<file path="src/rtl/edo_lane_pkg.sv">
package edo_lane_pkg;
  typedef enum logic [2:0] {
    ST_IDLE = 3'd0,
    ST_ROW  = 3'd1,
    ST_COL  = 3'd2,
    ST_STRB = 3'd3,
    ST_PRE  = 3'd4
  } edo_state_t;
endpackage

</file>
<file path="src/rtl/edo_cycle_timer.sv">
module edo_cycle_timer #(
  parameter int TW = 2
) (
  input  logic          clk,
  input  logic          rst_n,
  input  logic          load,
  input  logic [TW-1:0] load_val,
  output logic          done
);
  logic [TW-1:0] cnt_q;
  logic [TW-1:0] cnt_d;

  always_comb begin
    cnt_d = cnt_q;
    if (load)              cnt_d = load_val;
    else if (cnt_q != '0)  cnt_d = cnt_q - 1'b1;
  end

  always_ff @(posedge clk or negedge rst_n) begin
    if (!rst_n) cnt_q <= '0;
    else        cnt_q <= cnt_d;
  end

  assign done = (cnt_q == '0);
endmodule

</file>
<file path="src/rtl/edo_addr_mux.sv">
module edo_addr_mux #(
  parameter int ROW_W = 12,
  parameter int COL_W = 8,
  parameter int PIN_W = 12
) (
  input  logic [ROW_W+COL_W-1:0] addr,
  input  logic                   sel_col,
  output logic [PIN_W-1:0]       pins
);
  logic [ROW_W-1:0] row;
  logic [COL_W-1:0] col;

  assign row  = addr[ROW_W+COL_W-1:COL_W];
  assign col  = addr[COL_W-1:0];
  assign pins = sel_col ? PIN_W'(col) : PIN_W'(row);
endmodule

</file>
<file path="src/rtl/edo_lane_map.sv">
module edo_lane_map #(
  parameter int LANES  = 2,
  parameter int LANE_W = 8
) (
  input  logic [LANES-1:0]        be,
  input  logic                    strobe,
  input  logic [LANES*LANE_W-1:0] dq_in,
  output logic [LANES-1:0]        cas_n,
  output logic [LANES*LANE_W-1:0] rd_masked
);
  for (genvar g = 0; g < LANES; g++) begin : g_lane
    assign cas_n[g] = ~(strobe & be[g]);
    assign rd_masked[g*LANE_W +: LANE_W] =
      be[g] ? dq_in[g*LANE_W +: LANE_W] : '0;
  end
endmodule

</file>
<file path="src/rtl/edo_lane_ctrl.sv">
module edo_lane_ctrl #(
  parameter int ROW_W   = 12,
  parameter int COL_W   = 8,
  parameter int LANE_W  = 8,
  parameter int ROW_CYC = 1,
  parameter int CAS_CYC = 3,
  parameter int PRE_CYC = 2
) (
  input  logic                              clk,
  input  logic                              rst_n,
  input  logic                              req,
  input  logic                              req_wr,
  input  logic [ROW_W+COL_W-1:0]            req_addr,
  input  logic [2*LANE_W-1:0]               req_wdata,
  input  logic [1:0]                        req_be,
  output logic                              rsp_ack,
  output logic [2*LANE_W-1:0]               rsp_rdata,
  output logic [((ROW_W>COL_W)?ROW_W:COL_W)-1:0] dram_addr,
  output logic                              dram_ras_n,
  output logic                              dram_ucas_n,
  output logic                              dram_lcas_n,
  output logic                              dram_we_n,
  output logic                              dram_oe_n,
  input  logic [2*LANE_W-1:0]               dram_dq_in,
  output logic [2*LANE_W-1:0]               dram_dq_out,
  output logic                              dram_dq_oe
);
  import edo_lane_pkg::*;

  localparam int LANES = 2;
  localparam int AW    = ROW_W + COL_W;
  localparam int DW    = LANES * LANE_W;
  localparam int PIN_W = (ROW_W > COL_W) ? ROW_W : COL_W;
  localparam int MAXC  = (ROW_CYC > CAS_CYC) ?
                         ((ROW_CYC > PRE_CYC) ? ROW_CYC : PRE_CYC) :
                         ((CAS_CYC > PRE_CYC) ? CAS_CYC : PRE_CYC);
  localparam int TW    = (MAXC < 2) ? 1 : $clog2(MAXC);

  edo_state_t       state_q, state_d;
  logic             wr_q;
  logic [AW-1:0]    addr_q;
  logic [DW-1:0]    wdata_q;
  logic [LANES-1:0] be_q;
  logic             ack_q;
  logic [DW-1:0]    rdata_q;

  logic             accept;
  logic             capture;
  logic             t_load;
  logic [TW-1:0]    t_val;
  logic             t_done;

  logic             in_ras;
  logic             in_col;
  logic             in_strb;
  logic [LANES-1:0] cas_n;
  logic [DW-1:0]    rd_masked;

  // next-state logic
  always_comb begin
    state_d = state_q;
    accept  = 1'b0;
    capture = 1'b0;
    t_load  = 1'b0;
    t_val   = '0;
    unique case (state_q)
      ST_IDLE: if (req) begin
        accept  = 1'b1;
        state_d = ST_ROW;
        t_load  = 1'b1;
        t_val   = TW'(ROW_CYC - 1);
      end
      ST_ROW:  if (t_done) state_d = ST_COL;
      ST_COL: begin
        state_d = ST_STRB;
        t_load  = 1'b1;
        t_val   = TW'(CAS_CYC - 1);
      end
      ST_STRB: if (t_done) begin
        capture = 1'b1;
        state_d = ST_PRE;
        t_load  = 1'b1;
        t_val   = TW'(PRE_CYC - 1);
      end
      ST_PRE:  if (t_done) state_d = ST_IDLE;
      default: state_d = ST_IDLE;
    endcase
  end

  always_ff @(posedge clk or negedge rst_n) begin
    if (!rst_n) state_q <= ST_IDLE;
    else        state_q <= state_d;
  end

  // request capture, enabled on accept
  always_ff @(posedge clk or negedge rst_n) begin
    if (!rst_n) begin
      wr_q    <= 1'b0;
      addr_q  <= '0;
      wdata_q <= '0;
      be_q    <= '0;
    end else if (accept) begin
      wr_q    <= req_wr;
      addr_q  <= req_addr;
      wdata_q <= req_wdata;
      be_q    <= req_be;
    end
  end

  // response registers
  always_ff @(posedge clk or negedge rst_n) begin
    if (!rst_n) ack_q <= 1'b0;
    else        ack_q <= capture;
  end

  always_ff @(posedge clk or negedge rst_n) begin
    if (!rst_n)       rdata_q <= '0;
    else if (capture) rdata_q <= wr_q ? '0 : rd_masked;
  end

  edo_cycle_timer #(.TW(TW)) u_timer (
    .clk      (clk),
    .rst_n    (rst_n),
    .load     (t_load),
    .load_val (t_val),
    .done     (t_done)
  );

  assign in_col  = (state_q == ST_COL);
  assign in_strb = (state_q == ST_STRB);
  assign in_ras  = (state_q == ST_ROW) | in_col | in_strb;

  edo_addr_mux #(.ROW_W(ROW_W), .COL_W(COL_W), .PIN_W(PIN_W)) u_amux (
    .addr    (addr_q),
    .sel_col (in_col | in_strb),
    .pins    (dram_addr)
  );

  edo_lane_map #(.LANES(LANES), .LANE_W(LANE_W)) u_lanes (
    .be        (be_q),
    .strobe    (in_strb),
    .dq_in     (dram_dq_in),
    .cas_n     (cas_n),
    .rd_masked (rd_masked)
  );

  assign dram_ras_n  = ~in_ras;
  assign dram_lcas_n = cas_n[0];
  assign dram_ucas_n = cas_n[1];
  assign dram_we_n   = ~(wr_q & (in_col | in_strb));
  assign dram_dq_oe  = wr_q & (in_col | in_strb);
  assign dram_dq_out = wdata_q;
  assign dram_oe_n   = ~(~wr_q & in_strb);
  assign rsp_ack     = ack_q;
  assign rsp_rdata   = rdata_q;
endmodule

</file>
<file path="config.mk">
export PLATFORM = sky130hd
export DESIGN_NAME = edo_lane_ctrl
export DESIGN_NICKNAME = d
export VERILOG_FILES = /design/src/rtl/edo_lane_pkg.sv /design/src/rtl/edo_cycle_timer.sv /design/src/rtl/edo_addr_mux.sv /design/src/rtl/edo_lane_map.sv /design/src/rtl/edo_lane_ctrl.sv
export SDC_FILE = /design/constraint.sdc
export NUM_CORES = 1
export LEC_CHECK = 0
export ABC_CLOCK_PERIOD_IN_PS = 1680
export BUFFER_PORTS_ARGS = -buffer_cell sky130_fd_sc_hd__buf_2
export CORE_UTILIZATION = 43
export CTS_CLUSTER_DIAMETER = 120
export DETAILED_ROUTE_END_ITERATION = 16
export GPL_TIMING_DRIVEN = 0
export PLACE_DENSITY = 0.79
export SYNTH_ARGS = -nofsm -noshare
export SYNTH_HDL_FRONTEND = slang
export SYNTH_SLANG_ARGS = --single-unit
</file>
<file path="constraint.sdc">
create_clock -name clk -period 1.68 [get_ports clk]
set_input_delay 0.336 -clock clk [delete_from_list [all_inputs] [get_ports clk]]
set_output_delay 0.336 -clock clk [all_outputs]
set_load 0.02 [all_outputs]
</file>
=== After elaboration in Yosys (flattened, before gate mapping) ===
Cells that the tools add are included.

* Flip-flop bits (word level): 61
* Output and inout port bits: 51
* Logic and storage cells: 53

* $add $sub $neg: 1
* Eq/ne operators: 8
* Mux-type cells: 18
* Bitwise gates (word level): 13
* Reduce and logical (&&, ||, !) cells: 5

{| class="wikitable"
|+ Operator list
! cell !! count
|-
| 16-bit two-way mux || 1
|-
| 8-bit two-way mux || 2
|-
| 3-bit case mux with 5 select lines || 1
|-
| 12-bit two-way mux || 1
|-
| 3-bit two-way mux || 4
|-
| 2-bit inequality test (second input constant) || 4
|-
| 3-bit by 2-bit == test with 1-bit output (second input constant) || 2
|-
| 1-bit inverter || 6
|-
| 1-bit two-way mux || 5
|-
| 1-bit bitwise AND || 4
|-
| 2-bit two-way mux || 2
|-
| 2-bit case mux with 2 select lines || 1
|-
| 4-bit AND reduction || 1
|-
| 2-bit nonzero test || 2
|-
| 3-bit by 1-bit == test with 1-bit output (second input constant) || 1
|-
| 3-bit == test (second input constant) || 1
|-
| 3-bit zero test || 1
|-
| 1-bit bitwise OR || 3
|-
| 1-bit case mux with 3 select lines || 1
|-
| 2-bit zero test || 1
|-
| 2-bit by 1-bit subtractor with 2-bit output (second input constant) || 1
|}

=== Depth between registers and ports, before layout ===
Gate-level depths: netlist of the first run.

* Depth after elaboration: 4
* Mapped depth: 7
* Gate-level depth less buffers: 5

=== Modules after synthesis ===
A second synthesis of the first run with hierarchy kept.

* Cells, all modules: 201
* Area total of the unflattened synthesis: 2835.2 um2

{| class="wikitable"
|+ By module, submodules not included
! module !! instances !! cells each !! area an instance (um2) !! sequential area each (um2)
|-
| edo_lane_ctrl || 1 || 158 || 2456.1 || 1476.4
|-
| edo_addr_mux || 1 || 13 || 158.9 || 0.0
|-
| edo_cycle_timer || 1 || 12 || 112.6 || 50.0
|-
| edo_lane_map || 1 || 18 || 107.6 || 0.0
|}

=== Worst setup path after synthesis of the first run ===
Ideal clock, no wire load.

* Kind: register to register
* Start point: register state_q[0]
* End point: register addr_q[0]
* Setup time: 125 ps
* Arrival: 1434 ps
* Required time: 1555 ps
* Setup slack: 121 ps
* Cell stages (with the launch flop): 5
* Path buffers: 2
* Period minus slack after synthesis: 1559 ps
* Path through: dfrtp_1 -> buf_6 -> nor4b_4 -> buf_6 -> mux2_4

* Longest elaborated chain between the ends: 2

{| class="wikitable"
|+ Ends and longest elaborated chain
! element !! line !! RTL
|-
| from (decl) || edo_lane_ctrl.sv:39 || <nowiki>edo_state_t state_q, state_d;</nowiki>
|-
| from (signal assigned) || edo_lane_ctrl.sv:92 || <nowiki>else state_q <= state_d;</nowiki>
|-
| 3-bit zero test || edo_lane_ctrl.sv:66 || <nowiki>unique case (state_q)</nowiki>
|-
| 1-bit two-way mux || edo_lane_ctrl.sv:66 ||
|-
| to (signal assigned) || edo_lane_ctrl.sv:104 || <nowiki>addr_q <= req_addr;</nowiki>
|-
| to (decl) || edo_lane_ctrl.sv:41 || <nowiki>logic [AW-1:0] addr_q;</nowiki>
|}

No other way between the ends.
A chain may end at the register's enable or synchronous reset.

=== Final worst setup path of the first run ===
* Start point: register state_q[2]
* End point: output dram_oe_n

* Longest elaborated chain between the ends: 3

{| class="wikitable"
|+ Ends and longest elaborated chain
! element !! line !! RTL
|-
| 3-bit by 2-bit == test with 1-bit output || edo_lane_ctrl.sv:130 || <nowiki>assign in_strb = (state_q == ST_STRB);</nowiki>
|-
| 1-bit bitwise AND || edo_lane_ctrl.sv:153 || <nowiki>assign dram_oe_n = ~(~wr_q & in_strb);</nowiki>
|-
| 1-bit inverter || edo_lane_ctrl.sv:153 ||
|-
| to (decl) || edo_lane_ctrl.sv:23 || <nowiki>output logic dram_oe_n,</nowiki>
|}

No other way between the ends.

==> flow_summary.json, run 1 <==
{
  "r2r_start": "state_q[1]",
  "synth_edf_count": 0,
  "numCtsBuffers": 9,
  "rsz0062_at_grt": "true",
  "cts_buffer_depth": 2,
  "yosys.cell_count.top_type": "dfrtp_1",
  "synth_xor_xnor_area_share_pct": 0.6503,
  "critical_path.max_fanout": 6,
  "die_h_um": 81.15,
  "fin_crit_ps": 1778,
  "yosysTopAreaCell": "dfrtp_1",
  "yosys-top-cells-area": "dfrtp_1 57%, mux2_4 17%, nand2_1 8.2%",
  "initial_core_util_pct": 44.97,
  "ir_drop_uv": 1174,
  "syn_to_final_growth_pct": 52.11,
  "critPathArrivalTime_ps": 1440,
  "grt.overflow.total": 0,
  "outcome": "finished with violations",
  "grtUsageTotal_pct": 20.22,
  "fin_crit_sh_pct": 105.8,
  "antenna_found_initial": 0,
  "placed_cell_area_mm2": 0.003328,
  "dieWidth_um": 81.15,
  "final.setup.tns_ps": -1227,
  "whs_ps": 62.18,
  "r2r_slack_ps": -20,
  "hold_class": "in -> async",
  "crit_required_ps": 1340,
  "netlist-cell-type-count": 29,
  "die_area_mm2": 0.006585,
  "coreArea_mm2": 0.005991,
  "dpl.hpwl_mm": 4.123,
  "crit_path_end_kind": "output pin",
  "syn-cell-area_mm2": 0.002694,
  "timing.rr.end": "addr_q[10]",
  "grt_pass1_wl_mm": 9.798,
  "routed_wl_mm": 6.707,
  "violations": "setup timing",
  "hold_viol_final": 0,
  "gp_congestion": 0.7231,
  "vias": 2139,
  "fillers": 462,
  "via_per_inst": 4.861,
  "synth_top_area_share_pct": 56.67,
  "dp.cells": 404,
  "muxShareOfSynthArea_pct": 20.48,
  "synth_compound_area_share_pct": 4.505,
  "synthArstFlopShare_pct": 100.0,
  "setup_violations": 38,
  "port_buffers": 108,
  "remaining_drc_errors": 0,
  "powerDensity_mw_per_mm2": 2180,
  "clock_latency_ps": 330,
  "postRouteAntennaNets": 0,
  "synth_top_family_by_area": "multiplexers",
  "drt_iter0_drc": 58,
  "drive_gt1_share_pct": 59.73,
  "fin_nets": 419,
  "antenna_cells": 0,
  "fin_area_mm2": 0.004098,
  "synthCells": 221,
  "synth_fa_ha_area_share_pct": 0.4645,
  "crit_path_end": "dram_oe_n",
  "io-pin-count": 109,
  "wl_per_cell_um": 15.24,
  "worstSetupPathType": "reg -> out",
  "fmax_mhz": 562.4,
  "yosysWarningCount": 0,
  "dr.pass1.iters": 4,
  "slew_headroom_pct": 49.85,
  "synth_area_per_cell_um2": 12.19,
  "grt_max_degree": 62,
  "ys_seq_elements": 61,
  "cp-start-kind": "flip-flop",
  "drv_slew": 0,
  "clkSlewWorstSetupHoldPaths_ps": 70,
  "grt_pass1_vias": 2109,
  "startpoint": "state_q[2]",
  "syn_nets": 280,
  "fp-row-count": 28,
  "cts_max_level": 3,
  "timing.final.ws_setup_ps": -98.04,
  "p_leak_nw": 2.116,
  "worst_slew_pin_slew_ps": 752.2,
  "netlist_top_cells_count": "61 x dfrtp_1, 59 x nand2_1, 30 x mux2_4, 16 x o21ai_0, 8 x mux2_1",
  "synth_ff_type": "dfrtp_1",
  "r2r_cells": 6,
  "finClkSkew_ps": 6.298,
  "cts_tree": "built",
  "stdcell_count": 440,
  "clock-sinks": 61,
  "ys_seq_area_share_pct": 56.67,
  "cap_violations": 0,
  "yosys.area_share.simple_pct": 12.87,
  "root_buffer": "clkbuf_8"
}
## cell type report
class	instances	area, µm²	area share [%]
plain buffers	14	167.7	4.092
flip-flops and latches	61	1528	37.28
clock buffers	12	155.1	3.786
clock inverters	4	70.07	1.710
inverters	5	18.77	0.4580
repair buffers	128	898.4	21.92
well taps	75	93.84	2.290
multi-input cells	141	1166	28.46
## what timing repair did
action,in CTS,in global routing
hold buffers,0,0
gates cloned,2,5
gates resized for setup,49,48
setup endpoints to repair,63,69
setup buffers,9,5
hold endpoints to repair,0,0
pin swaps,9,9
## metal layers
metal,track usage (%),vias up,routed length [µm]
li1,-,1013,-
met1,24.62,1036,2826
met2,33.45,82,3416
met3,4.944,8,402
met4,9.821,0,61
met5,0,-,0
## state kept, by name (all words and copies together), names as in the netlist
| name | count |
|---|---|
| wr_q | 1 |
| rsp_rdata | 16 |
| u_timer.cnt_q | 2 |
| dram_dq_out | 16 |
| addr_q | 20 |
| rsp_ack | 1 |
| be_q | 2 |
| state_q | 3 |
## through the flow
step,setup WS [ps],util (%),power (mW)
after floorplan,120.9,-,5.007
after global placement,-155.8,55.56,5.954
after detailed placement,-167.0,55.56,6.106
after CTS,-87.19,63.53,8.346
after global routing,-152.2,68.40,9.440
final,-98.04,68.40,8.934
## cells in the final DEF (no fill, tap or decap), types with 2 or more instances in the layout
cell type / instances
inv_1: 4
buf_4: 10
buf_2: 94
nand2_4: 3
buf_12: 4
mux2_4: 39
clkbuf_8: 12
nand3_2: 2
nor2b_1: 2
nand2_1: 45
nor2_1: 3
clkbuf_16: 5
buf_6: 21
nand2_2: 11
and2_1: 3
xor2_1: 2
buf_1: 2
buf_8: 3
clkinv_2: 2
dfrtp_1: 60
o21ai_0: 16
bufinv_16: 2
## worst min path at each step
stage | endpoint | from
after floorplan | addr_q[0] | rst_n
after global placement | rsp_rdata[4] | rsp_rdata[4]
after detailed placement | rsp_rdata[15] | rsp_rdata[15]
after CTS | addr_q[12] | req_addr[12]
after global routing | dram_dq_out[1] | rst_n
final | dram_dq_out[1] | rst_n
## worst max-delay path, stage by stage (launching register included)
cell      delay (ps)
dfrtp_2          450
nand2b_4         190
or3_4            330
buf_6            140
## power breakdown
group / internal, mW / leakage, nW / switching, mW
sequential: 2.15 / 0.751 / 0.441
clock: 0.912 / 0.116 / 0.555
combinational: 2.56 / 1.25 / 2.32
## kinds of logic after synthesis
| family | Yosys count |
|---|---|
| AND/OR/NAND/NOR | 77 |
| XOR/XNOR | 2 |
| multiplexers | 39 |
| adder cells (fa/ha/maj) | 1 |
| AO/OA/AOI/OAI | 22 |
| flip-flops | 61 |
| buffers and inverters | 19 |
Note: power is estimated with default switching activity, not from simulation.
==> inputs of run 2 (changes only) <==
--- a/config.mk
+++ b/config.mk
@@ -7,11 +7,13 @@
 export LEC_CHECK = 0
 export ABC_CLOCK_PERIOD_IN_PS = 1680
 export BUFFER_PORTS_ARGS = -buffer_cell sky130_fd_sc_hd__buf_2
+export CORE_MARGIN = 8
 export CORE_UTILIZATION = 43
 export CTS_CLUSTER_DIAMETER = 120
 export DETAILED_ROUTE_END_ITERATION = 16
 export GPL_TIMING_DRIVEN = 0
 export PLACE_DENSITY = 0.79
+export SETUP_SLACK_MARGIN = 0.1
 export SYNTH_ARGS = -nofsm -noshare
 export SYNTH_HDL_FRONTEND = slang
 export SYNTH_SLANG_ARGS = --single-unit
==> flow_summary.json, run 2 (synthesis results as in run 1) <==
{
  "fin_area_mm2": 0.004113,
  "seq_area_mm2": 0.001528,
  "top_register": "addr_q",
  "root_buffer": "clkbuf_8",
  "cts_buffer_depth": 2,
  "fin_crit_sh_pct": 105.9,
  "dpl.hpwl_mm": 4.671,
  "cp_top_family": "simple AND/OR/NAND/NOR gates",
  "clock-sinks": 61,
  "port_buffers": 108,
  "multi_input_area_mm2": 0.001199,
  "dp.cells": 406,
  "timing.rr.end": "addr_q[5]",
  "die_h_um": 95.15,
  "grt_max_degree": 62,
  "clock_latency_ps": 330,
  "whs_ps": 89.51,
  "hold_viol_final": 0,
  "r2r_cells": 7,
  "internal_power_mw": 5.642,
  "die_area_mm2": 0.009054,
  "drv_slew": 0,
  "p_leak_nw": 2.122,
  "vias": 2156,
  "grt.overflow.total": 0,
  "hold_class": "in -> async",
  "remaining_drc_errors": 0,
  "antenna_found_initial": 0,
  "fp-row-count": 29,
  "io-pin-count": 109,
  "grtUsageTotal_pct": 16.18,
  "powerDensity_mw_per_mm2": 2198,
  "wl_per_cell_um": 16.57,
  "grt_pass1_wl_mm": 11.27,
  "crit_required_ps": 1340,
  "swShare_pct": 37.58,
  "violations": "setup timing",
  "drive_gt1_share_pct": 61.20,
  "setup_violations": 29,
  "crit_path_end_kind": "output pin",
  "syn_to_final_growth_pct": 52.67,
  "pre_cts_slack_ps": -176.3,
  "cts_max_level": 3,
  "fillers": 468,
  "postLayoutCoreUtil_pct": 66.28,
  "power_mw": 9.040,
  "critPathArrivalTime_ps": 1440,
  "ir_drop_uv": 1223,
  "seqPwrFrac_pct": 28.6,
  "r2r_start": "state_q[1]",
  "outcome": "finished with violations",
  "worstSetupPathType": "reg -> out",
  "p_sw_mw": 3.397,
  "r2r_slack_ps": -70,
  "cp_num_buf_inv": 1,
  "slew_headroom_pct": 48.72,
  "antenna_cells": 0,
  "layout_common_cells": "90 x buf_2, 60 x dfrtp_1, 42 x nand2_1",
  "fin_crit_ps": 1779,
  "gp_congestion": 0.7452,
  "placed_cell_area_mm2": 0.003331,
  "finClkSkew_ps": 5.153,
  "crit_cells": 3,
  "grt_pass1_vias": 2311,
  "cp-start-kind": "flip-flop",
  "power_frac_comb_pct": 55.2,
  "highest_layer": "met4",
  "wl_met2_mm": 3.592,
  "stdcell_count": 443,
  "wl_met1_mm": 2.916,
  "clkSlewWorstSetupHoldPaths_ps": 70,
  "largest_register_ffs": 20,
  "timing.final.ws_setup_ps": -98.56,
  "clkPwrFrac_pct": 16.3,
  "drt_iter0_drc": 56,
  "cts_tree": "built",
  "critical_path.max_fanout": 5,
  "postRouteAntennaNets": 0,
  "cap_violations": 0,
  "final.setup.tns_ps": -1727,
  "fin_nets": 420,
  "initial_core_util_pct": 43.42,
  "dr_wl_met3_um": 693,
  "fmax_mhz": 562.3,
  "critPathMaxStageDelay_ps": 450,
  "worst_slew_pin_slew_ps": 769.2,
  "numCtsBuffers": 9,
  "coreArea_mm2": 0.006205,
  "crit_chain": "nand2b_4 > or3_4 > buf_6",
  "layout_commonest_cell": "buf_2",
  "critPathSlowestCell": "dfrtp_2",
  "dieWidth_um": 95.15,
  "routed_wl_mm": 7.340,
  "rsz0062_at_grt": "true",
  "via_per_inst": 4.867,
  "dr.pass1.iters": 4
}
## run 2: routing by layer
| layer | up-vias | track usage (%) |
|---|---|---|
| met5 | - | 0 |
| met4 | 0 | 7.282 |
| li1 | 1012 | - |
| met3 | 12 | 5.748 |
| met1 | 1052 | 18.47 |
| met2 | 80 | 26.70 |
## run 2: what timing repair did
| item | CTS | global route |
|---|---|---|
| pin swaps | 18 | 10 |
| gates cloned | 3 | 0 |
| hold buffers | 0 | 0 |
| gates resized for setup | 86 | 32 |
| buffers inserted | 14 | 5 |
| endpoints found under the setup margin | 73 | 76 |
## run 2: power by group through the flow
| stage | logic [mW] | registers [mW] | clock network (mW) |
|---|---|---|---|
| 2_1_floorplan | 2.13 | 2.87 | 0 |
| 3_3_place_gp | 3.51 | 2.50 | 0 |
| 3_5_place_dp | 3.59 | 2.54 | 0 |
| 4_1_cts | 4.70 | 2.55 | 1.51 |
| 5_1_grt | 5.33 | 2.66 | 1.56 |
| 6_report | 4.99 | 2.58 | 1.47 |
## run 2: area by class of cell
class	count	share of cell area (%)
Buffer	14	4.198
Clock buffer	12	3.772
Clock inverter	4	1.704
Inverter	5	0.4563
Multi-Input combinational cell	141	29.15
Sequential cell	61	37.15
Tap cell	77	2.343
Timing Repair Buffer	129	21.24
## run 2: worst max-delay path by stage
stage | start | endpoint
floorplan | state_q[0] | addr_q[0]
global placement | state_q[2] | dram_addr[2]
detailed placement | state_q[1] | dram_addr[2]
CTS | state_q[2] | dram_addr[8]
global route | state_q[1] | dram_addr[6]
finish | state_q[2] | dram_oe_n
## run 2: worst register-to-register path, stage by stage, from the launching register on
cell     delay, ps
dfrtp_1        380
buf_6          130
buf_6          120
nor4b_4        270
buf_6          200
buf_6          130
buf_16         120
mux2_4         290
==> inputs of run 3 (changes only) <==
--- a/config.mk
+++ b/config.mk
@@ -7,8 +7,10 @@
 export LEC_CHECK = 0
 export ABC_CLOCK_PERIOD_IN_PS = 1680
 export BUFFER_PORTS_ARGS = -buffer_cell sky130_fd_sc_hd__buf_2
+export CELL_PAD_IN_SITES_DETAIL_PLACEMENT = 2
+export CELL_PAD_IN_SITES_GLOBAL_PLACEMENT = 2
 export CORE_MARGIN = 8
-export CORE_UTILIZATION = 43
+export CORE_UTILIZATION = 28
 export CTS_CLUSTER_DIAMETER = 120
 export DETAILED_ROUTE_END_ITERATION = 16
 export GPL_TIMING_DRIVEN = 0
@@ -16,4 +18,5 @@
 export SETUP_SLACK_MARGIN = 0.1
 export SYNTH_ARGS = -nofsm -noshare
 export SYNTH_HDL_FRONTEND = slang
+export SYNTH_HIERARCHICAL = 1
 export SYNTH_SLANG_ARGS = --single-unit
==> flow_summary.json, run 3 <==
{
  "cp-start-kind": "flip-flop",
  "remaining_drc_errors": 0,
  "worstSetupPathType": "reg -> out",
  "crit_required_ps": 1340,
  "hold_viol_final": 0,
  "port_buffers": 108,
  "yosysTopAreaCell": "dfrtp_1",
  "antenna_cells": 0,
  "stdcell_count": 480,
  "drt_iter0_drc": 64,
  "postLayoutCoreUtil_pct": 45.26,
  "syn_to_final_growth_pct": 56.75,
  "cts_max_level": 3,
  "crit_path_end_kind": "output pin",
  "routed_wl_mm": 9.378,
  "violations": "setup timing",
  "die_area_mm2": 0.01360,
  "worst_slew_pin_slew_ps": 806.0,
  "yosysWarningCount": 6,
  "clock_latency_ps": 330,
  "slew_headroom_pct": 46.27,
  "timing.final.ws_setup_ps": -321.4,
  "drv_slew": 0,
  "largest_register_ffs": 20,
  "dr.pass1.iters": 3,
  "fp-row-count": 36,
  "p_sw_mw": 3.536,
  "ys_seq_area_share_pct": 53.84,
  "r2r_cells": 7,
  "wl_per_cell_um": 19.54,
  "dieWidth_um": 116.6,
  "vias": 2131,
  "grtUsageTotal_pct": 13.42,
  "clkSlewWorstSetupHoldPaths_ps": 70,
  "clock-sinks": 61,
  "coreArea_mm2": 0.009819,
  "fin_nets": 401,
  "postRouteAntennaNets": 0,
  "antenna_found_initial": 0,
  "p_leak_nw": 2.230,
  "dp.cells": 442,
  "fin_crit_ps": 2001,
  "layout_common_cells": "89 x buf_2, 62 x mux2_4, 59 x dfrtp_1",
  "grt_pass1_wl_mm": 13.94,
  "netlist_top_cells_count": "61 x dfrtp_1, 46 x mux2_2, 19 x and2_1, 14 x mux2_4, 9 x nor2b_1",
  "finClkSkew_ps": 10.56,
  "cts_buffer_depth": 2,
  "grt.overflow.total": 0,
  "setup_violations": 57,
  "initial_core_util_pct": 28.87,
  "yosys-top-cells-area": "dfrtp_1 54%, mux2_2 18%, mux2_4 7.4%",
  "ys_seq_elements": 61,
  "powerDensity_mw_per_mm2": 2191,
  "dpl.hpwl_mm": 5.834,
  "numCtsBuffers": 9,
  "drive_gt1_share_pct": 66.57,
  "gp_congestion": 0.6562,
  "io-pin-count": 109,
  "die_h_um": 116.6,
  "synthCells": 201,
  "ir_drop_uv": 988.6,
  "cts-hold-fix-buffers": 0,
  "seqPwrFrac_pct": 27.7,
  "syn_nets": 260,
  "yosys.cell_count.top_type": "dfrtp_1",
  "root_buffer": "clkbuf_8",
  "fin_crit_sh_pct": 119.1,
  "critPathArrivalTime_ps": 1670,
  "internal_power_mw": 6.200,
  "critical_path.max_fanout": 5,
  "synth_edf_count": 0,
  "cts_tree": "built",
  "via_per_inst": 4.440,
  "fmax_mhz": 499.7,
  "netlist-cell-type-count": 31,
  "swShare_pct": 36.32,
  "synth_ff_type": "dfrtp_1",
  "grt_max_degree": 62,
  "clkPwrFrac_pct": 14.4,
  "grt_pass1_vias": 2594,
  "hold_class": "in -> async",
  "layout_commonest_cell": "buf_2",
  "power_frac_comb_pct": 57.9,
  "synth_area_per_cell_um2": 14.11,
  "top_register": "addr_q",
  "cap_violations": 0,
  "synthArstFlopShare_pct": 100.0,
  "rsz0062_at_grt": "true",
  "syn-cell-area_mm2": 0.002835,
  "outcome": "finished with violations",
  "synth_top_area_share_pct": 53.84
}
## run 3: changes by cell type in the layout (fill, tap and decap cells not counted), sizes merged, moves of 5 or more
cell | before | now
o21ai | 16 | 1
nand2 | 59 | 4
nor2b | 3 | 9
buf | 142 | 137
and2 | 4 | 19
and2b | 0 | 13
mux2 | 39 | 63
## run 3: area by class of cell
| cell class | instances | area [µm²] |
|---|---|---|
| fill | 1018 | 5375 |
| sequential | 61 | 1529 |
| multi-input combinational | 127 | 1423 |
| timing repair buffer | 130 | 954.7 |
| clock buffer | 13 | 168.9 |
| tap | 133 | 166.4 |
| buffer | 11 | 152.6 |
| clock inverter | 3 | 42.54 |
| inverter | 2 | 7.507 |
## run 3: power groups by stage
stage / Clock, mW / Combinational, mW / Sequential (mW)
2_1_floorplan: 0 / 2.33 / 3.08
6_report: 1.40 / 5.64 / 2.70
5_1_grt: 1.50 / 6.04 / 2.80
3_3_place_gp: 0 / 3.91 / 2.64
3_5_place_dp: 0 / 4.03 / 2.71
4_1_cts: 1.44 / 5.03 / 2.66
## run 3: cell families after synthesis
kind of cell,Yosys count,synth area share [%]
compound gates,7,1.809
flops,61,53.84
buf+inv,13,3.354
fa+ha+maj,1,0.4412
xor+xnor,1,0.3090
simple gates,55,13.37
mux,63,26.88
## run 3: path summary, 6_finish.rpt
path / slack, ps / endpoint / from
worst max-delay path: -320 / dram_addr[6] / state_q[2]
worst min-delay path: 80 / rsp_rdata[10] / rst_n
worst max register to register: -160 / wr_q / state_q[2]
worst min register to register: 510 / dram_dq_out[11] / dram_dq_out[11]
max in group asynchronous: 1000 / state_q[1] / rst_n
min in group clk: 230 / dram_dq_out[0] / req_wdata[0]
## run 3: through the flow
step	instance area (µm²)	worst slack (ps)	setup TNS [ps]	power [mW]	hold slack [ps]
after floorplan	2851	78.26	0	5.411	40.41
after global placement	3558	-145.4	-1230	6.551	465.0
after detailed placement	3561	-167.1	-1566	6.737	473.8
after CTS	4210	-370.9	-6344	9.124	123.1
after global routing	4444	-381.7	-13080	10.34	139.5
final	4444	-321.4	-9510	9.737	82.47
## run 3: what timing repair did
item,4_1_cts,5_1_grt
hold endpoints to repair,0,0
setup endpoints to repair,75,60
cloned,4,1
buffers inserted,15,3
pin swaps,2,1
gates resized for setup,56,59
## run 3: routing by layer
layer	global-route usage, %	vias to the layer above	wire length (µm)
li1	-	969	-
met1	13.84	1090	3404
met2	24.85	68	5180
met3	5.895	4	758
met4	2.304	0	34
met5	0	-	0
## run 3: critical path: stages (launching register included)
cell	delay, ps
dfrtp_2	410
and2b_2	230
buf_8	120
clkbuf_16	140
mux2_4	300
buf_6	130
